`config.mk`:
```
export PLATFORM = sky130hd
export DESIGN_NAME = e1_slot_mapper
export DESIGN_NICKNAME = d
export VERILOG_FILES = /design/src/rtl/e1sm_pkg.sv /design/src/rtl/e1sm_timebase.sv /design/src/rtl/e1sm_byte_sel.sv /design/src/rtl/e1sm_serializer.sv /design/src/rtl/e1_slot_mapper.sv
export SDC_FILE = /design/constraint.sdc
export NUM_CORES = 1
export LEC_CHECK = 0
export ABC_AREA = 1
export BUFFER_PORTS_ARGS = -buffer_cell sky130_fd_sc_hd__buf_2
export CAP_MARGIN = 25
export CORE_MARGIN = 10
export CORE_UTILIZATION = 51
export CTS_CLUSTER_SIZE = 14
export DETAILED_ROUTE_END_ITERATION = 10
export PLACE_DENSITY = 0.76
export SLEW_MARGIN = 10
export SYNTH_ARGS = -nofsm -noshare
export SYNTH_HDL_FRONTEND = slang
export SYNTH_HIERARCHICAL = 1
export SYNTH_SLANG_ARGS = --single-unit
```
`constraint.sdc`:
```
create_clock -name clk -period 3.2 [get_ports clk]
set_input_delay 0.16 -clock clk [delete_from_list [all_inputs] [get_ports clk]]
set_output_delay 0.16 -clock clk [all_outputs]
set_load 0.05 [all_outputs]
```
`src/rtl/e1sm_pkg.sv`:
```
package e1sm_pkg;

    // Frame geometry
    localparam int unsigned DEF_SLOTS       = 32;
    localparam int unsigned DEF_BITS        = 8;
    localparam int unsigned DEF_PERIOD      = 2560;

    // Slot plan
    localparam int unsigned DEF_VOICE_FIRST = 1;
    localparam int unsigned DEF_VOICE_CNT   = 8;
    localparam int unsigned DEF_SIG_SLOT    = 16;
    localparam int unsigned DEF_SYNC_SLOT   = 17;

    // Fixed words
    localparam logic [7:0] DEF_ALIGN_WORD    = 8'h9B;
    localparam logic [7:0] DEF_NONALIGN_WORD = 8'h40;
    localparam logic [7:0] DEF_IDLE_FILL     = 8'hD5;
    localparam logic [7:0] DEF_PULSE_ON      = 8'hFF;
    localparam logic [7:0] DEF_PULSE_OFF     = 8'h00;

    typedef enum logic [2:0] {
        SK_ALIGN,
        SK_VOICE,
        SK_SIG,
        SK_SYNC,
        SK_IDLE
    } slot_kind_e;

endpackage

```
`src/rtl/e1sm_timebase.sv`:
```
module e1sm_timebase #(
    parameter int unsigned SLOTS       = 32,
    parameter int unsigned BITS        = 8,
    parameter int unsigned PERIOD      = 2560,
    parameter int unsigned VOICE_FIRST = 1,
    parameter int unsigned SLOT_W      = 5,
    parameter int unsigned FRM_W       = 12,
    parameter int unsigned CH_W        = 3
) (
    input  logic              clk,
    input  logic              rst_n,
    input  logic              frame_strobe,
    output logic [SLOT_W-1:0] slot_q,
    output logic [FRM_W-1:0]  frame_q,
    output logic              load,
    output logic [SLOT_W-1:0] nxt_slot,
    output logic [FRM_W-1:0]  nxt_frame,
    output logic [CH_W-1:0]   req_ch
);

    localparam int unsigned BIT_W = (BITS > 1) ? $clog2(BITS) : 1;
    localparam logic [BIT_W-1:0]  LAST_BIT   = BIT_W'(BITS - 1);
    localparam logic [SLOT_W-1:0] LAST_SLOT  = SLOT_W'(SLOTS - 1);
    localparam logic [FRM_W-1:0]  LAST_FRAME = FRM_W'(PERIOD - 1);
    localparam logic [SLOT_W-1:0] VF_S       = SLOT_W'(VOICE_FIRST);

    typedef struct packed {
        logic [BIT_W-1:0]  bitc;
        logic [SLOT_W-1:0] slot;
        logic [FRM_W-1:0]  frame;
    } pos_t;

    pos_t st_d, st_q;
    logic [SLOT_W-1:0] slot_seq;
    logic [FRM_W-1:0]  frame_inc;
    logic              load_d;

    always_comb begin
        st_d      = st_q;
        load_d    = 1'b0;
        slot_seq  = (st_q.slot == LAST_SLOT) ? '0 : st_q.slot + 1'b1;
        frame_inc = (st_q.frame == LAST_FRAME) ? '0 : st_q.frame + 1'b1;
        if (frame_strobe) begin
            st_d.bitc  = '0;
            st_d.slot  = '0;
            st_d.frame = frame_inc;
            load_d     = 1'b1;
        end else if (st_q.bitc == LAST_BIT) begin
            st_d.bitc = '0;
            st_d.slot = slot_seq;
            if (st_q.slot == LAST_SLOT) begin
                st_d.frame = frame_inc;
            end
            load_d = 1'b1;
        end else begin
            st_d.bitc = st_q.bitc + 1'b1;
        end
    end

    always_ff @(posedge clk or negedge rst_n) begin
        if (!rst_n) begin
            st_q <= '0;
        end else begin
            st_q <= st_d;
        end
    end

    assign slot_q    = st_q.slot;
    assign frame_q   = st_q.frame;
    assign load      = load_d;
    assign nxt_slot  = st_d.slot;
    assign nxt_frame = st_d.frame;
    // channel owning the slot that follows the current one
    assign req_ch    = CH_W'(slot_seq - VF_S);

endmodule

```
`src/rtl/e1sm_byte_sel.sv`:
```
module e1sm_byte_sel
    import e1sm_pkg::*;
#(
    parameter int unsigned   BITS          = 8,
    parameter int unsigned   SLOT_W        = 5,
    parameter int unsigned   FRM_W         = 12,
    parameter int unsigned   VOICE_FIRST   = 1,
    parameter int unsigned   VOICE_CNT     = 8,
    parameter int unsigned   SIG_SLOT      = 16,
    parameter int unsigned   SYNC_SLOT     = 17,
    parameter logic [BITS-1:0] ALIGN_WORD    = 8'h9B,
    parameter logic [BITS-1:0] NONALIGN_WORD = 8'h40,
    parameter logic [BITS-1:0] IDLE_FILL     = 8'hD5,
    parameter logic [BITS-1:0] PULSE_ON      = 8'hFF,
    parameter logic [BITS-1:0] PULSE_OFF     = 8'h00
) (
    input  logic [SLOT_W-1:0] slot,
    input  logic [FRM_W-1:0]  frame,
    input  logic [BITS-1:0]   voice_byte,
    input  logic [BITS-1:0]   sig_byte,
    output logic [BITS-1:0]   word
);

    localparam logic [SLOT_W-1:0] VF_S   = SLOT_W'(VOICE_FIRST);
    localparam logic [SLOT_W-1:0] VL_S   = SLOT_W'(VOICE_FIRST + VOICE_CNT - 1);
    localparam logic [SLOT_W-1:0] SIG_S  = SLOT_W'(SIG_SLOT);
    localparam logic [SLOT_W-1:0] SYNC_S = SLOT_W'(SYNC_SLOT);

    slot_kind_e kind;

    always_comb begin
        if (slot == '0) begin
            kind = SK_ALIGN;
        end else if (slot >= VF_S && slot <= VL_S) begin
            kind = SK_VOICE;
        end else if (slot == SIG_S) begin
            kind = SK_SIG;
        end else if (slot == SYNC_S) begin
            kind = SK_SYNC;
        end else begin
            kind = SK_IDLE;
        end
    end

    always_comb begin
        unique case (kind)
            SK_ALIGN: word = frame[0] ? NONALIGN_WORD : ALIGN_WORD;
            SK_VOICE: word = voice_byte;
            SK_SIG:   word = sig_byte;
            SK_SYNC:  word = (frame == '0) ? PULSE_ON : PULSE_OFF;
            default:  word = IDLE_FILL;
        endcase
    end

endmodule

```
`src/rtl/e1sm_serializer.sv`:
```
module e1sm_serializer #(
    parameter int unsigned     BITS     = 8,
    parameter logic [BITS-1:0] RST_WORD = 8'h9B
) (
    input  logic            clk,
    input  logic            rst_n,
    input  logic            load,
    input  logic [BITS-1:0] din,
    output logic [BITS-1:0] sh_q,
    output logic            ser_out
);

    logic [BITS-1:0] sh_d;

    always_comb begin
        if (load) begin
            sh_d = din;
        end else begin
            sh_d = {sh_q[BITS-2:0], 1'b0};
        end
    end

    always_ff @(posedge clk or negedge rst_n) begin
        if (!rst_n) begin
            sh_q <= RST_WORD;
        end else begin
            sh_q <= sh_d;
        end
    end

    assign ser_out = sh_q[BITS-1];

endmodule

```
`src/rtl/e1_slot_mapper.sv`:
```
module e1_slot_mapper
    import e1sm_pkg::*;
#(
    parameter int unsigned SLOTS       = DEF_SLOTS,
    parameter int unsigned BITS        = DEF_BITS,
    parameter int unsigned PERIOD      = DEF_PERIOD,
    parameter int unsigned VOICE_FIRST = DEF_VOICE_FIRST,
    parameter int unsigned VOICE_CNT   = DEF_VOICE_CNT,
    parameter int unsigned SIG_SLOT    = DEF_SIG_SLOT,
    parameter int unsigned SYNC_SLOT   = DEF_SYNC_SLOT,
    parameter logic [BITS-1:0] ALIGN_WORD    = DEF_ALIGN_WORD,
    parameter logic [BITS-1:0] NONALIGN_WORD = DEF_NONALIGN_WORD,
    parameter logic [BITS-1:0] IDLE_FILL     = DEF_IDLE_FILL,
    parameter logic [BITS-1:0] PULSE_ON      = DEF_PULSE_ON,
    parameter logic [BITS-1:0] PULSE_OFF     = DEF_PULSE_OFF,
    localparam int unsigned SLOT_W = $clog2(SLOTS),
    localparam int unsigned FRM_W  = $clog2(PERIOD),
    localparam int unsigned CH_W   = (VOICE_CNT > 1) ? $clog2(VOICE_CNT) : 1
) (
    input  logic              clk,
    input  logic              rst_n,
    input  logic              frame_strobe,
    input  logic [BITS-1:0]   voice_byte,
    output logic [CH_W-1:0]   voice_ch,
    input  logic [BITS-1:0]   sig_byte,
    output logic              tx_bit,
    output logic [SLOT_W-1:0] tx_slot
);

    logic              load_w;
    logic [SLOT_W-1:0] nxt_slot_w;
    logic [FRM_W-1:0]  nxt_frame_w;
    logic [FRM_W-1:0]  frame_w;
    logic [BITS-1:0]   word_w;
    logic [BITS-1:0]   sh_w;

    e1sm_timebase #(
        .SLOTS       (SLOTS),
        .BITS        (BITS),
        .PERIOD      (PERIOD),
        .VOICE_FIRST (VOICE_FIRST),
        .SLOT_W      (SLOT_W),
        .FRM_W       (FRM_W),
        .CH_W        (CH_W)
    ) u_timebase (
        .clk          (clk),
        .rst_n        (rst_n),
        .frame_strobe (frame_strobe),
        .slot_q       (tx_slot),
        .frame_q      (frame_w),
        .load         (load_w),
        .nxt_slot     (nxt_slot_w),
        .nxt_frame    (nxt_frame_w),
        .req_ch       (voice_ch)
    );

    e1sm_byte_sel #(
        .BITS          (BITS),
        .SLOT_W        (SLOT_W),
        .FRM_W         (FRM_W),
        .VOICE_FIRST   (VOICE_FIRST),
        .VOICE_CNT     (VOICE_CNT),
        .SIG_SLOT      (SIG_SLOT),
        .SYNC_SLOT     (SYNC_SLOT),
        .ALIGN_WORD    (ALIGN_WORD),
        .NONALIGN_WORD (NONALIGN_WORD),
        .IDLE_FILL     (IDLE_FILL),
        .PULSE_ON      (PULSE_ON),
        .PULSE_OFF     (PULSE_OFF)
    ) u_byte_sel (
        .slot       (nxt_slot_w),
        .frame      (nxt_frame_w),
        .voice_byte (voice_byte),
        .sig_byte   (sig_byte),
        .word       (word_w)
    );

    e1sm_serializer #(
        .BITS     (BITS),
        .RST_WORD (ALIGN_WORD)
    ) u_serializer (
        .clk     (clk),
        .rst_n   (rst_n),
        .load    (load_w),
        .din     (word_w),
        .sh_q    (sh_w),
        .ser_out (tx_bit)
    );

endmodule

```
# After elaboration in Yosys (flattened, before gate mapping)
# Cells that the tools add are included.
# word_totals
register_bits,28
input_bits,19
output_inout_bits,9
word_cells,38
# classes
n_addsub,4
magnitude_cmp,2
n_eq_ne,8
muxes,16
reduce_logical,4
# op_table
operator,n
$pmux 8 s4,1
$mux 12,2
$mux 8,3
$mux 20,1
$mux 17,1
$eq 5x5->1 const B,3
$mux 3,5
$add 12x1->12 const B,1
$eq 12x12->1 const B,1
$logic_not 12->1,1
$eq 3x2->1 const B,2
$add 5x1->5 const B,1
$ge 5x1->1 const B,1
$le 5x4->1 const B,1
$logic_not 5->1,1
$mux 5,1
$add 3x1->3 const B,1
$eq 3x1->1 const B,1
$eq 3x3->1 const B,1
$logic_not 3->1,1
$sub 3x1->3 const B,1
$mux 1,2
$logic_and 1x1->1,1

# Logic depth before layout (Yosys ltp)
# depth
ltp_word,13
depth_mapped,20
mapped_depth_nobuf,19

# Modules after synthesis
# The synthesis kept the hierarchy.
# modules_own_cells
mod,n_inst,cells_per_inst,area_each_um2,seq_area_each_um2
e1sm_timebase,1,163,1353.8,500.5
e1sm_byte_sel,1,69,357.8,0.0
e1sm_serializer,1,34,315.3,206.4

# Least setup slack after synthesis
# Ideal clock, no wire load.
# synth_timing
kind,register -> register
start,register u_timebase.st_q (netlist bit u_timebase/slot_q[0])
end,register u_serializer.sh_q[6]
setup_time_ns,0.065
arrival_time_ns,2.263
t_required_ns,3.135
slack_ns,0.872
path_stages_with_launch,17
n_path_buf,2
period_less_slack_ns,2.328
path_cell_list,dfrtp_1 > ha_1 > nand2_1 > nor2_1 > ha_1 > nand2_4 > nand2_4 > buf_6 > nor3_1 > buf_4 > nor2_4 > a21oi_2 > and2_4 > nand2_2 > nand3_2 > nand2_1 > nand2_1
# synth_rtl
item,line,text
from (decl),e1sm_timebase.sv:33,"pos_t st_d, st_q;"
from (signal assigned),e1sm_timebase.sv:64,st_q <= st_d;
to (signal assigned),e1sm_serializer.sv:25,sh_q <= RST_WORD;
to (signal assigned),e1sm_serializer.sv:27,sh_q <= sh_d;
to (decl),e1sm_serializer.sv:9,"output logic [BITS-1:0] sh_q,"

# Worst setup path in the final report
# layout_timing
start,register u_timebase.st_q (netlist bit u_timebase/slot_q[0])
end,register u_serializer.sh_q[6]
# layout_via
elab_chain_len,12
word_cells_on_any_way,25
classes_between,add/sub: 1; order compare: 2; eq/ne: 6; mux: 12; reduce/logical: 4
# layout_lines
item,line,text
$add 5x1->5 / $eq 5x5->1 (equally long branches),e1sm_timebase.sv:41,slot_seq = (st_q.slot == LAST_SLOT) ? '0 : st_q.slot + 1'b1;
$mux 5 *,e1sm_timebase.sv:41,
$mux 17 *,e1sm_timebase.sv:48,end else if (st_q.bitc == LAST_BIT) begin
$mux 20 *,e1sm_timebase.sv:43,if (frame_strobe) begin
net nxt_slot_w[3],e1_slot_mapper.sv:31,logic [SLOT_W-1:0] nxt_slot_w;
branches (longest 4 deep; another with $ge 5x1->1),--,
$mux 3 *,e1sm_byte_sel.sv:32,if (slot == '0) begin
$eq 3x2->1 (tied with other cells),e1sm_byte_sel.sv:46,unique case (kind)
$pmux 8 s4 *,e1sm_byte_sel.sv:46,
net word_w[6],e1_slot_mapper.sv:34,logic [BITS-1:0] word_w;
$mux 8 *,e1sm_serializer.sv:16,if (load) begin
net u_serializer.sh_d[6],e1sm_serializer.sv:13,logic [BITS-1:0] sh_d;
# Mark *: on every way through the listed nets, which the timed path passes.

==> run_results.csv <==
group,metric,value,unit
cells_and_area,layout.nets,285,
sta,rsz0062_at_grt,"false",
cts,cts_resized,0,
yosys,yosys_warnings,6,
yosys,syn_area_per_cell,7.63,sq um
critical_path,critPathKind,"flip-flop to flip-flop",
sta,timing.setup.tns,0,ps
hold_path,hold_class,"primary input to flip-flop",
global_route,grt_remaining_overflow,0,
sta,drv_slew,0,
sta,postLayoutSetupSlackWorst,450,ps
sta,setup_violations,0,
route,vias,1514,
route,drc,0,
run_status,status,"complete, no violations",
yosys,synth_area,0.00193,sq mm
sta,tightestPinTransition,590,ps
pwr,p_int,579,uW
sta,skew,4.82,ps
sta,max_freq,0.364,GHz
placed_design,gp_congestion,0.888,
cells_and_area,final.fill_count,344,
global_route,grt_pass1_vias,1567,
global_route,grt_usage,0.119,
sta,hold_violations,0,
pwr,powerDensity,438,mW/mm^2
route,drt_iter0_drc,47,
cts,cts_setup_buffers,0,
floorplan,start_util,0.527,
pwr,vdd_drop_max,0.313,mV
cells_and_area,antennaDiodeCount,0,
critical_path,crit_path_start_kind,"flip-flop",
cts,cts.htree.levels,1,
placed_design,dp_slack,491,ps
route,routedWlPerCell,11.8,um
cts,path_clk_slew,90,ps
cells_and_area,syn2layout_area_growth,2.85,%
placed_design,portBuffers,27,
yosys,synth_cells,253,
placed_design,place.detailed.hpwl,2940,um
global_route,grt_antenna_before_repair,0,
floorplan,fp.dieH,81.5,um
floorplan,core,0.00366,sq mm
cells_and_area,drive_above_1_share,0.242,
sta,fin_crit,2750,ps
cts,cts-root-buf,"clkbuf_8",
cts,insertion_delay,270,ps
cts,cts_buffer_depth,2,
global_route,grt_pass1_wl,6580,um
pwr,switchingPower,290,uW
floorplan,die_w,81.5,um
pwr,leakagePower,0.00110,uW
floorplan,num_rows,22,
cts,cts_made_buffers,3,
route,wl,3630,um
sta,post-route-period-util,0.859,
yosys,syn_nets,277,
critical_path,worstPathMaxFanout,18,
sta,slew-limit-headroom,0.604,
pwr,switching_share,0.334,
critical_path,crit_arrival,2960,ps
pwr,p_comb_frac,0.244,
route,antenna_left,0,
critical_path,r2r_slack,450,ps
global_route,grt_max_degree,29,
cts,tritoncts,"done",
critical_path,crit_required,3410,ps
cts,cts.hold.buffers_added,1,
cts,cts_num_sinks,28,
pwr,seq_power_share,0.532,
critical_path,worst_setup_path_end_kind,"flip-flop",
floorplan,die-area,0.00664,sq mm
floorplan,io_pins,28,
job,max_cap_violations,0,
pwr,p_clk_frac,0.224,
route,avgViaCountPerCell,4.92,
route,firstDrtPassIters,4,
[registers in the layout, summed over array words and instances (netlist names)]
register	flops
u_timebase/st_q	3
u_timebase/frame_q	12
u_timebase/slot_q	5
u_serializer/sh_q	8
[path summary, 6_finish.rpt]
path	depth (start not counted)	start	endpoint
setup / recovery	14	u_timebase/slot_q[0]	u_serializer/sh_q[6]
hold / removal	2	frame_strobe	u_timebase/st_q[19]
setup reg to reg	14	u_timebase/slot_q[0]	u_serializer/sh_q[6]
hold reg to reg	1	u_timebase/st_q[17]	u_timebase/st_q[17]
max in group asynchronous	2	rst_n	u_serializer/sh_q[5]
min in group asynchronous	2	rst_n	u_timebase/st_q[18]
[cell type report]
class                   count  area [sq um]  share of cell area
clock buffers               4          45.0              0.0227
inverters                  27           101              0.0511
multi-input cells         173           926               0.467
flip-flops and latches     28           707               0.356
repair buffers             28           145              0.0731
well taps                  48          60.1              0.0303
[cell usage in the layout (no fill, tap or decap), types with 4 or more instances in the layout]
cell	count
buf_2	27
dfrtp_1	23
dfstp_2	5
ha_1	5
inv_1	23
nand2_1	68
nand2_2	7
nand3_1	15
nand3_2	4
nand4_1	7
nor2_1	30
nor2_2	4
nor2_4	5
nor3_1	5
xor2_1	6
[worst max-delay path: stages (launching register included)]
cell	delay, ps
dfrtp_1	440
ha_1	250
nand2_1	90
nor2_1	50
ha_1	230
nand2_4	100
nand2_4	120
nor3_1	540
nor2_4	110
a21oi_2	300
and2_4	220
nand2_2	50
nand3_2	60
nand2_1	50
nand2_1	70
[per-layer routing]
metal,routed length [um],global-route usage,vias up
li1,-,-,786
met1,1640,0.140,687
met2,1780,0.210,39
met3,197,0.0382,2
met4,16,0.0190,0
met5,0,0,-
[power groups by stage]
stage               sequential (uW)  clock, uW  combinational [uW]
floorplan                       466          0                 211
global placement                467          0                 207
detailed placement              469          0                 211
CTS                             462        200                 214
global route                    470        214                 251
finish                          463        194                 212
[through the flow]
| step | total power, uW | util | cell area, sq um | cells | hold WS (ps) |
|---|---|---|---|---|---|
| CTS | 877 | 0.542 | 1980 | 308 | 57.5 |
| global route | 936 | 0.542 | 1980 | 308 | 61.6 |
| global placement | 673 | 0.527 | 1930 | 303 | 209 |
| detailed placement | 680 | 0.527 | 1930 | 303 | 206 |
| finish | 869 | 0.542 | 1980 | 308 | 61.4 |
| floorplan | 677 | - | 1930 | 253 | -136 |
Power figures use the tool's default switching activity.
